==> src/rtl/sqw_pkg.sv <==
package sqw_pkg;
  localparam int RATE_W    = 4;
  localparam int DATA_W    = 8;
  localparam int NUM_TAPS  = 13;
  localparam int TAP_IDX_W = $clog2(NUM_TAPS);
  localparam int EN_BIT    = 3;

  localparam logic ADDR_RATE = 1'b0;
  localparam logic ADDR_CTRL = 1'b1;

  // code 0 is "off"; codes above NUM_TAPS clamp to the slowest tap
  function automatic logic [TAP_IDX_W-1:0] rate_to_tap(input logic [RATE_W-1:0] code);
    logic [TAP_IDX_W-1:0] idx;
    if (code == '0)
      idx = '0;
    else if (int'(code) > NUM_TAPS)
      idx = TAP_IDX_W'(NUM_TAPS - 1);
    else
      idx = TAP_IDX_W'(code - 1'b1);
    return idx;
  endfunction
endpackage

==> src/rtl/sqw_regs.sv <==
module sqw_regs
  import sqw_pkg::*;
(
  input  logic              clk_i,
  input  logic              rst_ni,
  input  logic              addr_i,
  input  logic [DATA_W-1:0] wdata_i,
  input  logic              we_i,
  output logic [DATA_W-1:0] rdata_o,
  output logic [RATE_W-1:0] rate_o,
  output logic              en_o
);
  logic [RATE_W-1:0] rate_q;
  logic              en_q;

  always_ff @(posedge clk_i or negedge rst_ni) begin
    if (!rst_ni) begin
      rate_q <= '0;
      en_q   <= 1'b0;
    end else if (we_i) begin
      if (addr_i == ADDR_RATE) rate_q <= wdata_i[RATE_W-1:0];
      else                     en_q   <= wdata_i[EN_BIT];
    end
  end

  always_comb begin
    rdata_o = '0;
    if (addr_i == ADDR_RATE) rdata_o[RATE_W-1:0] = rate_q;
    else                     rdata_o[EN_BIT]     = en_q;
  end

  assign rate_o = rate_q;
  assign en_o   = en_q;
endmodule

==> src/rtl/sqw_divider.sv <==
module sqw_divider #(
  parameter int TAP_LSB  = 0,
  parameter int NUM_TAPS = 13,
  localparam int CNT_W   = TAP_LSB + NUM_TAPS
) (
  input  logic                clk_i,
  input  logic                rst_ni,
  output logic [NUM_TAPS-1:0] lvl_o,
  output logic [NUM_TAPS-1:0] rise_o
);
  logic [CNT_W-1:0] cnt_q;

  always_ff @(posedge clk_i or negedge rst_ni) begin
    if (!rst_ni) cnt_q <= '0;
    else         cnt_q <= cnt_q + 1'b1;
  end

  // bit b has just risen when the low b+1 bits read 100..0
  for (genvar k = 0; k < NUM_TAPS; k++) begin : g_tap
    localparam int B = TAP_LSB + k;
    assign lvl_o[k] = cnt_q[B];
    if (B == 0) begin : g_lsb
      assign rise_o[k] = cnt_q[0];
    end else begin : g_upper
      assign rise_o[k] = cnt_q[B] & ~(|cnt_q[B-1:0]);
    end
  end
endmodule

==> src/rtl/sqw_tap_mux.sv <==
module sqw_tap_mux
  import sqw_pkg::*;
(
  input  logic [RATE_W-1:0]   code_i,
  input  logic [NUM_TAPS-1:0] lvl_i,
  input  logic [NUM_TAPS-1:0] rise_i,
  output logic                lvl_o,
  output logic                rise_o
);
  logic [TAP_IDX_W-1:0] idx;

  assign idx = rate_to_tap(code_i);

  always_comb begin
    lvl_o  = 1'b0;
    rise_o = 1'b0;
    for (int k = 0; k < NUM_TAPS; k++) begin
      if (idx == TAP_IDX_W'(k)) begin
        lvl_o  = lvl_i[k];
        rise_o = rise_i[k];
      end
    end
  end
endmodule

==> src/rtl/sqw_gate.sv <==
module sqw_gate
  import sqw_pkg::*;
(
  input  logic              clk_i,
  input  logic              rst_ni,
  input  logic [RATE_W-1:0] rate_i,
  input  logic              en_i,
  input  logic              pf_i,
  input  logic              lvl_i,
  input  logic              rise_i,
  output logic [RATE_W-1:0] act_code_o,
  output logic              act_en_o,
  output logic              raw_o,
  output logic              sqw_o
);
  logic [RATE_W-1:0] act_code_q;
  logic              act_en_q;
  logic              armed_q;
  logic              out_q;
  logic              act_on;
  logic              cfg_diff;
  logic              adopt;

  assign act_on   = act_en_q && (act_code_q != '0);
  assign cfg_diff = (rate_i != act_code_q) || (en_i != act_en_q);
  assign adopt    = cfg_diff && !out_q;

  always_ff @(posedge clk_i or negedge rst_ni) begin
    if (!rst_ni) begin
      act_code_q <= '0;
      act_en_q   <= 1'b0;
      armed_q    <= 1'b1;
      out_q      <= 1'b0;
    end else begin
      if (adopt) begin
        act_code_q <= rate_i;
        act_en_q   <= en_i;
      end
      if (pf_i || adopt || !act_on) begin
        out_q   <= 1'b0;
        armed_q <= 1'b1;
      end else if (armed_q) begin
        // hold low until the tap starts a fresh high phase
        if (rise_i) begin
          armed_q <= 1'b0;
          out_q   <= 1'b1;
        end
      end else begin
        out_q <= lvl_i;
      end
    end
  end

  assign act_code_o = act_code_q;
  assign act_en_o   = act_en_q;
  assign raw_o      = out_q;
  assign sqw_o      = out_q & ~pf_i;
endmodule

==> src/rtl/sqw_tap_gen.sv <==
module sqw_tap_gen
  import sqw_pkg::*;
#(
  parameter int TAP_LSB = 0
) (
  input  logic              clk_i,
  input  logic              rst_ni,
  input  logic              addr_i,
  input  logic [DATA_W-1:0] wdata_i,
  input  logic              we_i,
  output logic [DATA_W-1:0] rdata_o,
  input  logic              pf_i,
  output logic              sqw_o
);
  logic [RATE_W-1:0]   rate_q;
  logic                en_q;
  logic [RATE_W-1:0]   act_code;
  logic                act_en;
  logic                sqw_raw;
  logic [NUM_TAPS-1:0] tap_lvl;
  logic [NUM_TAPS-1:0] tap_rise;
  logic                sel_lvl;
  logic                sel_rise;

  sqw_regs u_regs (
    .clk_i   (clk_i),
    .rst_ni  (rst_ni),
    .addr_i  (addr_i),
    .wdata_i (wdata_i),
    .we_i    (we_i),
    .rdata_o (rdata_o),
    .rate_o  (rate_q),
    .en_o    (en_q)
  );

  sqw_divider #(
    .TAP_LSB  (TAP_LSB),
    .NUM_TAPS (NUM_TAPS)
  ) u_div (
    .clk_i  (clk_i),
    .rst_ni (rst_ni),
    .lvl_o  (tap_lvl),
    .rise_o (tap_rise)
  );

  sqw_tap_mux u_mux (
    .code_i (act_code),
    .lvl_i  (tap_lvl),
    .rise_i (tap_rise),
    .lvl_o  (sel_lvl),
    .rise_o (sel_rise)
  );

  sqw_gate u_gate (
    .clk_i      (clk_i),
    .rst_ni     (rst_ni),
    .rate_i     (rate_q),
    .en_i       (en_q),
    .pf_i       (pf_i),
    .lvl_i      (sel_lvl),
    .rise_i     (sel_rise),
    .act_code_o (act_code),
    .act_en_o   (act_en),
    .raw_o      (sqw_raw),
    .sqw_o      (sqw_o)
  );
endmodule

==> config.mk <==
export PLATFORM = sky130hd
export DESIGN_NAME = sqw_tap_gen
export DESIGN_NICKNAME = d
export VERILOG_FILES = /design/src/rtl/sqw_pkg.sv /design/src/rtl/sqw_regs.sv /design/src/rtl/sqw_divider.sv /design/src/rtl/sqw_tap_mux.sv /design/src/rtl/sqw_gate.sv /design/src/rtl/sqw_tap_gen.sv
export SDC_FILE = /design/constraint.sdc
export NUM_CORES = 1
export LEC_CHECK = 0
export BUFFER_PORTS_ARGS = -buffer_cell sky130_fd_sc_hd__buf_2
export CAP_MARGIN = 20
export CORE_ASPECT_RATIO = 0.6
export CORE_MARGIN = 2
export CORE_UTILIZATION = 45
export DETAILED_ROUTE_END_ITERATION = 6
export GPL_ROUTABILITY_DRIVEN = 0
export PLACE_DENSITY = 0.63
export RECOVER_POWER = 100
export SLEW_MARGIN = 20
export SYNTH_ARGS = -nofsm -noshare
export SYNTH_HDL_FRONTEND = slang
export SYNTH_SLANG_ARGS = --single-unit
==> constraint.sdc <==
create_clock -name clk_i -period 2.4 [get_ports clk_i]
set_clock_uncertainty 0.15 [all_clocks]
set_input_delay 0.36 -clock clk_i [delete_from_list [all_inputs] [get_ports clk_i]]
set_output_delay 0.36 -clock clk_i [all_outputs]
set_load 0.02 [all_outputs]
==> summary.md, run 1 <==
| Metric | Value |
|---|---|
| Outcome | `finished, final reports clean` |
| # DRC | `0` |
| Power per Cell Area | `572 mW/mm^2` |
| Synth area leaders | `dfrtp_1, mux2_2, xnor2_1` |
| Routed WL | `3.83 mm` |
| Post-synth ARST share | `1.00` |
| DP HPWL | `2.94 mm` |
| CTS H-tree lvls | `1` |
| Reg2reg end | `u_gate.raw_o$_DFFE_PN0P_` |
| Initial Utilization | `0.466` |
| # fillers | `337` |
| Util after Layout | `0.530` |
| Sw Share | `0.340` |
| Critical path arrival | `2.37 ns` |
| RSZ-0062 raised after global routing | `false` |
| Site Rows | `17` |
| Max VDD drop | `0.000290 V` |
| Count of pins over their slew limit | `0` |
| Slowest-stage cell, CP | `dfrtp_2` |
| Synth top area share | `0.352` |
| Area grow syn2layout | `13.9%` |
| Top-count cell post-synth | `dfrtp_1` |
| Core box area | `0.00366 mm^2` |
| Cell count after synthesis | `182` |
| Final hold violation count | `0` |
| CTS Sinks | `25` |
| CTS Buf Count | `3` |
| First-pass GRT wire length | `6.20 mm` |
| CTS Root Cell | `clkbuf_8` |
| Compound-gate portion of the synthesized area | `0.116` |
| Largest family of logic cells by synthesized area | `simple AND/OR/NAND/NOR gates` |
| Post-Synth Adder-Cell Area | `0.0367` |
| Leading cell types by count after synthesis | `dfrtp_1, nand2_1, mux2_2, nor2_1, xnor2_1` |
| Iter 0 DRT Violations | `182` |
| FF-to-FF path depth | `8` |
| Crit path required time | `2.44 ns` |
| HP Class | `primary input to register` |
| Total power | `1110 uW` |
| Final nets | `222` |
| P_sw | `378 uW` |
| Actual transition at the worst max-transition pin | `1.34 ns` |
| Via density per instance | `5.52` |
| Startpoint Class | `register` |
| Crit path max fanout | `7` |
| First-pass DRT Iterations | `4` |
| Initial antenna violation count | `0` |
| Ys Warns | `0` |
| CP Capture Point | `u_gate.raw_o$_DFFE_PN0P_` |
| Final ANT Viol Nets | `0` |
| CTS tree | `built` |
| Crit path largest cell delay | `0.46 ns` |
| Chip Width | `83.4 um` |
| Routed wl met2 | `1.57 mm` |
| Final Cycle Share | `0.971` |
| Minimum clock period | `2.33 ns` |
| GRT overflow | `0` |
| CTS Buffer Depth | `2` |
| Met1 wire length | `1.98 mm` |
| Port Buf Inserts | `13` |
| Die Ht | `51.7 um` |
| Simple-gate area share of the yosys netlist | `0.256` |
| Clock Latency Late Sink | `0.28 ns` |
| Critical path depth | `8` |
| Io pins | `22` |
| Syn Std Cell Area | `0.00170 mm^2` |
| Post-synth cell types | `52` |
| Met3 Routed Length | `245 um` |
| Maxcap violations | `0` |
| Buffers plus inverters on the worst setup path | `1` |
| Register area share after synthesis | `0.368` |
| Worst R2R Setup Slack | `0.07 ns` |
| Worst Setup SP | `u_gate.act_code_o[0]$_DFFE_PN0P_` |
| Synth Flop Type | `dfrtp_1` |
| Top routing layer in use | `met4` |
| #FFs+latches synth | `25` |
| Crit Reg-Reg Startpoint | `u_gate.act_code_o[0]$_DFFE_PN0P_` |
| Comb pwr share | `0.326` |
| GRT Util Overall | `0.183` |
| LEAKAGE | `0.000816 uW` |
| Critical path's top delay family | `compound AO/OA/AOI/OAI gates` |
| Synth Area in XOR/XNOR | `0.0822` |
| Clock power frac | `0.237` |
| Pin count of the biggest net entering global routing | `26` |
| # setup viols final | `0` |
| Crit end category | `register` |
| DR WL/cell | `15.3 um` |
| Mux contribution to synthesized area | `0.0786` |
| Ant diodes | `0` |
| EDFF count, synth | `0` |
| Via count | `1381` |
| Share of cells above drive strength 1 | `0.222` |
| Part of the power in registers | `0.437` |
| Relative max-transition margin | `0.108` |
| Number of global-route vias before repair | `1192` |
| Clk pin slew, worst setup/hold paths | `0.09 ns` |
| Crit path kind | `register to register` |
| Cell taking the most area after synthesis | `dfrtp_1` |
| Cells along the critical path | `inv_4 > ha_4 > or3b_4 > a31o_1 > a211oi_2 > nor4_2 > and3_4 > a221oi_2` |
| Mapped Avg Cell Area | `9.36 um^2` |
| Max Clock Freq | `429 MHz` |
| Die ar. | `0.00431 mm^2` |
| Int Pwr | `733 uW` |
[through the flow]
stage | area [um^2] | cells | setup WS [ns] | setup TNS [ns] | hold WS [ns]
floorplan | 1720 | 185 | 0.000459 | 0 | -0.0856
global placement | 1860 | 244 | 0.0678 | 0 | 0.221
detailed placement | 1860 | 244 | -0.0102 | -0.0102 | 0.232
CTS | 1920 | 249 | 0.00371 | 0 | 0.160
global route | 1940 | 250 | 0.000808 | 0 | 0.156
finish | 1940 | 250 | 0.0694 | 0 | 0.161
[power groups by stage]
stage	registers (uW)	logic (uW)	clock network [uW]
floorplan	477	248	0
global placement	488	332	0
detailed placement	490	339	0
CTS	482	345	271
global route	492	394	288
finish	486	362	263
[repair_timing]
| action | 4_1_cts | 5_1_grt |
|---|---|---|
| endpoints found under the setup margin | 1 | 2 |
| setup buffers | 0 | 1 |
| hold buffers | 1 | 0 |
| resized for setup | 1 | 8 |
| hold endpoints to repair | 24 | 0 |
| pin swaps | 0 | 4 |
| cloned | 0 | 0 |
[flip-flops by register name (all words and copies together), names as in the netlist]
name	flops
u_gate.act_code_o	4
u_gate.act_en_o	1
u_regs.en_o	1
u_gate.raw_o	1
u_regs.rate_o	4
u_div.lvl_o	13
u_gate.armed_q	1
[kinds of logic (layout without fill, tap and decap cells)]
logic type / Yosys count / in the layout
other cells: 1 / 4
flops: 25 / 25
fa+ha+maj: 5 / 5
xor+xnor: 16 / 16
simple gates: 77 / 77
mux: 12 / 12
compound gates: 25 / 25
buf+inv: 21 / 39
[cell usage in the layout, fill, tap and decap left out, types with 2 or more instances in the layout]
| cell type | instances |
|---|---|
| a211oi_2 | 2 |
| a21oi_1 | 2 |
| a31oi_1 | 2 |
| and2_1 | 2 |
| and3_1 | 4 |
| buf_2 | 6 |
| buf_4 | 10 |
| clkbuf_1 | 10 |
| clkbuf_8 | 3 |
| conb_1 | 4 |
| dfrtp_1 | 23 |
| ha_1 | 4 |
| inv_1 | 7 |
| mux2_2 | 11 |
| nand2_1 | 16 |
| nand2b_1 | 2 |
| nand3_1 | 8 |
| nand4_1 | 4 |
| nor2_1 | 11 |
| nor2b_1 | 7 |
| nor3_1 | 6 |
| nor3b_1 | 2 |
| nor4bb_1 | 2 |
| o21ai_0 | 3 |
| o2bb2ai_1 | 3 |
| xnor2_1 | 10 |
| xor2_1 | 6 |
[how the worst min path moves through the flow]
| stage | slack (ns) | endpoint | depth (start not counted) | startpoint |
|---|---|---|---|---|
| 4_1_cts | 0.16 | u_regs.rate_o[2]$_DFFE_PN0P_ | 2 | wdata_i[2] |
| 3_5_place_dp | 0.23 | u_regs.rate_o[1]$_DFFE_PN0P_ | 1 | rst_ni |
| 5_1_grt | 0.16 | u_regs.rate_o[0]$_DFFE_PN0P_ | 2 | wdata_i[0] |
| 6_report | 0.16 | u_regs.rate_o[2]$_DFFE_PN0P_ | 2 | wdata_i[2] |
| 3_3_place_gp | 0.22 | u_regs.rate_o[1]$_DFFE_PN0P_ | 1 | rst_ni |
| 2_1_floorplan | -0.09 | u_div.lvl_o[0]$_DFF_PN0_ | 0 | rst_ni |
[layout make-up]
class / instances / area [um^2] / area share
Sequential cell: 25 / 628 / 0.324
Clock buffer: 3 / 41.3 / 0.0213
Multi-Input combinational cell: 139 / 1020 / 0.525
Timing Repair Buffer: 27 / 153 / 0.0787
Inverter: 8 / 32.5 / 0.0168
Tap cell: 47 / 58.8 / 0.0303
Clock inverter: 1 / 7.51 / 0.00387
[layer usage]
layer  GRT usage  up-vias
li1            -      675
met1       0.307      658
met2       0.235       43
met3      0.0286        5
met4      0.0403        0
met5           0        -
Note: power is estimated with default switching activity, not from simulation.
==> run 2, diff against run 1 <==
--- a/config.mk
+++ b/config.mk
@@ -9,10 +9,10 @@
 export CAP_MARGIN = 20
 export CORE_ASPECT_RATIO = 0.6
 export CORE_MARGIN = 2
-export CORE_UTILIZATION = 45
+export CORE_UTILIZATION = 52
 export DETAILED_ROUTE_END_ITERATION = 6
 export GPL_ROUTABILITY_DRIVEN = 0
-export PLACE_DENSITY = 0.63
+export PLACE_DENSITY = 0.72
 export RECOVER_POWER = 100
 export SLEW_MARGIN = 20
 export SYNTH_ARGS = -nofsm -noshare
==> constraint.sdc (replaced) <==
create_clock -name clk_i -period 2.4 [get_ports clk_i]
set_clock_uncertainty 0.15 [all_clocks]
set_input_delay 0.36 -clock clk_i [delete_from_list [all_inputs] [get_ports clk_i]]
set_output_delay 0.36 -clock clk_i [all_outputs]
set_load 0.05 [all_outputs]
==> run 2 against run 1 <==
Net effect: hold slack better by 0.011 ns; clock-buffer cell count grew 1; die area shrank 13%; sequential share of layout area is 0.12 points higher; combinational power increased by 7.7%; critical endpoint unchanged.
==> summary.md, run 2 (same netlist as run 1, synthesis figures left out) <==
| Metric | Value |
|---|---|
| Outcome | `finished, final reports clean` |
| Die Ht | `48.3 um (-6.4%)` |
| Worst R2R Setup Slack | `0.09 ns (+0.02 ns)` |
| Maxcap violations | `0 (unchanged)` |
| HP Class | `primary input to register` |
| Critical path's top delay family | `compound AO/OA/AOI/OAI gates` |
| Placed Cells | `241 (-1.2%)` |
| Site Rows | `16 (-1)` |
| Max Clock Freq | `432 MHz (+0.75%)` |
| Clk pin slew, worst setup/hold paths | `0.09 ns (about the same)` |
| Ant diodes | `0 (unchanged)` |
| Slowest-stage cell, CP | `dfrtp_1` |
| CTS tree | `built` |
| GRT Util Overall | `0.215 (+0.0321)` |
| Minimum clock period | `2.31 ns (-0.0173 ns)` |
| CTS Buffer Depth | `2 (unchanged)` |
| CTS H-tree lvls | `1 (unchanged)` |
| First-pass DRT Iterations | `4 (unchanged)` |
| Port Buf Inserts | `13 (unchanged)` |
| Final Cycle Share | `0.964 (-0.00720)` |
| Crit path largest cell delay | `0.43 ns (-0.03 ns)` |
| Power per Cell Area | `582 mW/mm^2 (+1.7%)` |
| Hold path start | `wdata_i[2]` |
| LEAKAGE | `0.000824 uW (+1.0%)` |
| Crit path required time | `2.43 ns (about the same)` |
| Commonest cells after routing, fill and taps aside | `dfrtp_1, nand2_1, nor2_1, clkbuf_1` |
| Fin cells | `249 (-0.40%)` |
| Initial antenna violation count | `0 (unchanged)` |
| CTS Root Cell | `clkbuf_8` |
| Hold worst-path end | `u_regs.rate_o[2]$_DFFE_PN0P_` |
| FF-to-FF path depth | `8 (unchanged)` |
| # setup viols final | `0 (unchanged)` |
| Final ANT Viol Nets | `0 (unchanged)` |
| Iter 0 DRT Violations | `221 (+21%)` |
| Final hold violation count | `0 (unchanged)` |
| Pin count of the biggest net entering global routing | `26 (unchanged)` |
| Count of pins over their slew limit | `0 (unchanged)` |
| Critical path arrival | `2.35 ns (-0.02 ns)` |
| CTS Sinks | `25 (unchanged)` |
| Crit path kind | `register to register` |
| Cells along the critical path | `inv_2 > ha_4 > or3b_4 > a31o_1 > a211oi_2 > nor4_1 > and3_4 > a221oi_2` |
| # DRC | `0 (unchanged)` |
| Actual transition at the worst max-transition pin | `1.37 ns (+0.0317 ns)` |
| Chip Width | `77.9 um (-6.6%)` |
| Max VDD drop | `0.000304 V (+5.0%)` |
| Reg2reg end | `u_gate.raw_o$_DFFE_PN0P_` |
| Final nets | `223 (+0.45%)` |
| Crit path max fanout | `6 (-1)` |
| Share of cells above drive strength 1 | `0.206 (-0.0158)` |
| Max FFs per register | `13 (unchanged)` |
| Number of global-route vias before repair | `1310 (+9.9%)` |
| Area grow syn2layout | `13.2%` |
| Via count | `1431 (+3.6%)` |
| Crit Reg-Reg Startpoint | `u_gate.act_code_o[0]$_DFFE_PN0P_` |
| Via density per instance | `5.75 (+4.0%)` |
| First-pass GRT wire length | `6.51 mm (+5.0%)` |
| Startpoint Class | `register` |
| Util after Layout | `0.602 (+0.0719)` |
| Die ar. | `0.00377 mm^2 (-13%)` |
| Core box area | `0.00320 mm^2 (-12%)` |
| Commonest non-fill, non-tap cell in the layout | `dfrtp_1` |
| DP HPWL | `2.85 mm (-2.9%)` |
| Routed WL | `3.90 mm (+1.8%)` |
| Worst Hold Depth | `2 (unchanged)` |
| Initial Utilization | `0.532 (+0.0662)` |
| Clock Latency Late Sink | `0.27 ns (about the same)` |
| Buffers plus inverters on the worst setup path | `1 (unchanged)` |
| Relative max-transition margin | `0.0873 (-0.0212)` |
| Crit end category | `register` |
| CTS Buf Count | `3 (unchanged)` |
| GRT overflow | `0 (unchanged)` |
| DR WL/cell | `15.7 um (+2.2%)` |
| Final worst hold slack | `0.172 ns (+0.0111 ns)` |
| Io pins | `22 (unchanged)` |
[run 2: routing by layer]
| layer | GRT usage | part of all wire |
|---|---|---|
| met3 | 0.0448 | 0.063 |
| met2 | 0.305 | 0.44 |
| met4 | 0.0614 | 0.011 |
| met5 | 0 | 0 |
| met1 | 0.331 | 0.48 |
[run 2: what timing repair did]
action,in CTS,in global routing
hold endpoints to repair,24,0
gates resized for setup,1,5
pin swaps,0,5
endpoints found under the setup margin,1,2
hold buffers,1,0
buffers inserted,0,3
[run 2: power breakdown]
group	switching (uW)	internal, uW	leakage, uW
clock	132	119	0.0000228
combinational	224	166	0.000492
sequential	35.5	446	0.000309
[run 2: final cells by class]
| class | count | area (um^2) |
|---|---|---|
| Fill cell | 287 | 1270 |
| Multi-Input combinational cell | 139 | 1010 |
| Clock buffer | 4 | 45.0 |
| Sequential cell | 25 | 627 |
| Inverter | 8 | 30.0 |
| Timing Repair Buffer | 28 | 158 |
| Tap cell | 45 | 56.3 |
[run 2: per-stage QoR]
stage | TNS (ns) | setup slack [ns] | total power (uW) | area (um^2)
after floorplan | 0 | 0.000459 | 752 | 1720
after global placement | 0 | 0.0749 | 835 | 1850
after detailed placement | -0.0108 | -0.0108 | 848 | 1850
after CTS | 0 | 0.0304 | 1100 | 1900
after global routing | -0.00259 | -0.00259 | 1180 | 1930
final | 0 | 0.0867 | 1120 | 1930
[run 2: worst max-delay path by stage]
stage	startpoint	end	slack, ns	cells after the start
after global routing	u_gate.act_code_o[0]$_DFFE_PN0P_	u_gate.raw_o$_DFFE_PN0P_	-0.003	8
after detailed placement	u_gate.act_code_o[0]$_DFFE_PN0P_	u_gate.raw_o$_DFFE_PN0P_	-0.01	8
after CTS	u_gate.act_code_o[0]$_DFFE_PN0P_	u_gate.raw_o$_DFFE_PN0P_	0.03	8
after floorplan	u_gate.act_code_o[0]$_DFFE_PN0P_	u_gate.raw_o$_DFFE_PN0P_	0.0005	11
final	u_gate.act_code_o[0]$_DFFE_PN0P_	u_gate.raw_o$_DFFE_PN0P_	0.09	8
after global placement	u_gate.act_code_o[0]$_DFFE_PN0P_	u_gate.raw_o$_DFFE_PN0P_	0.07	8
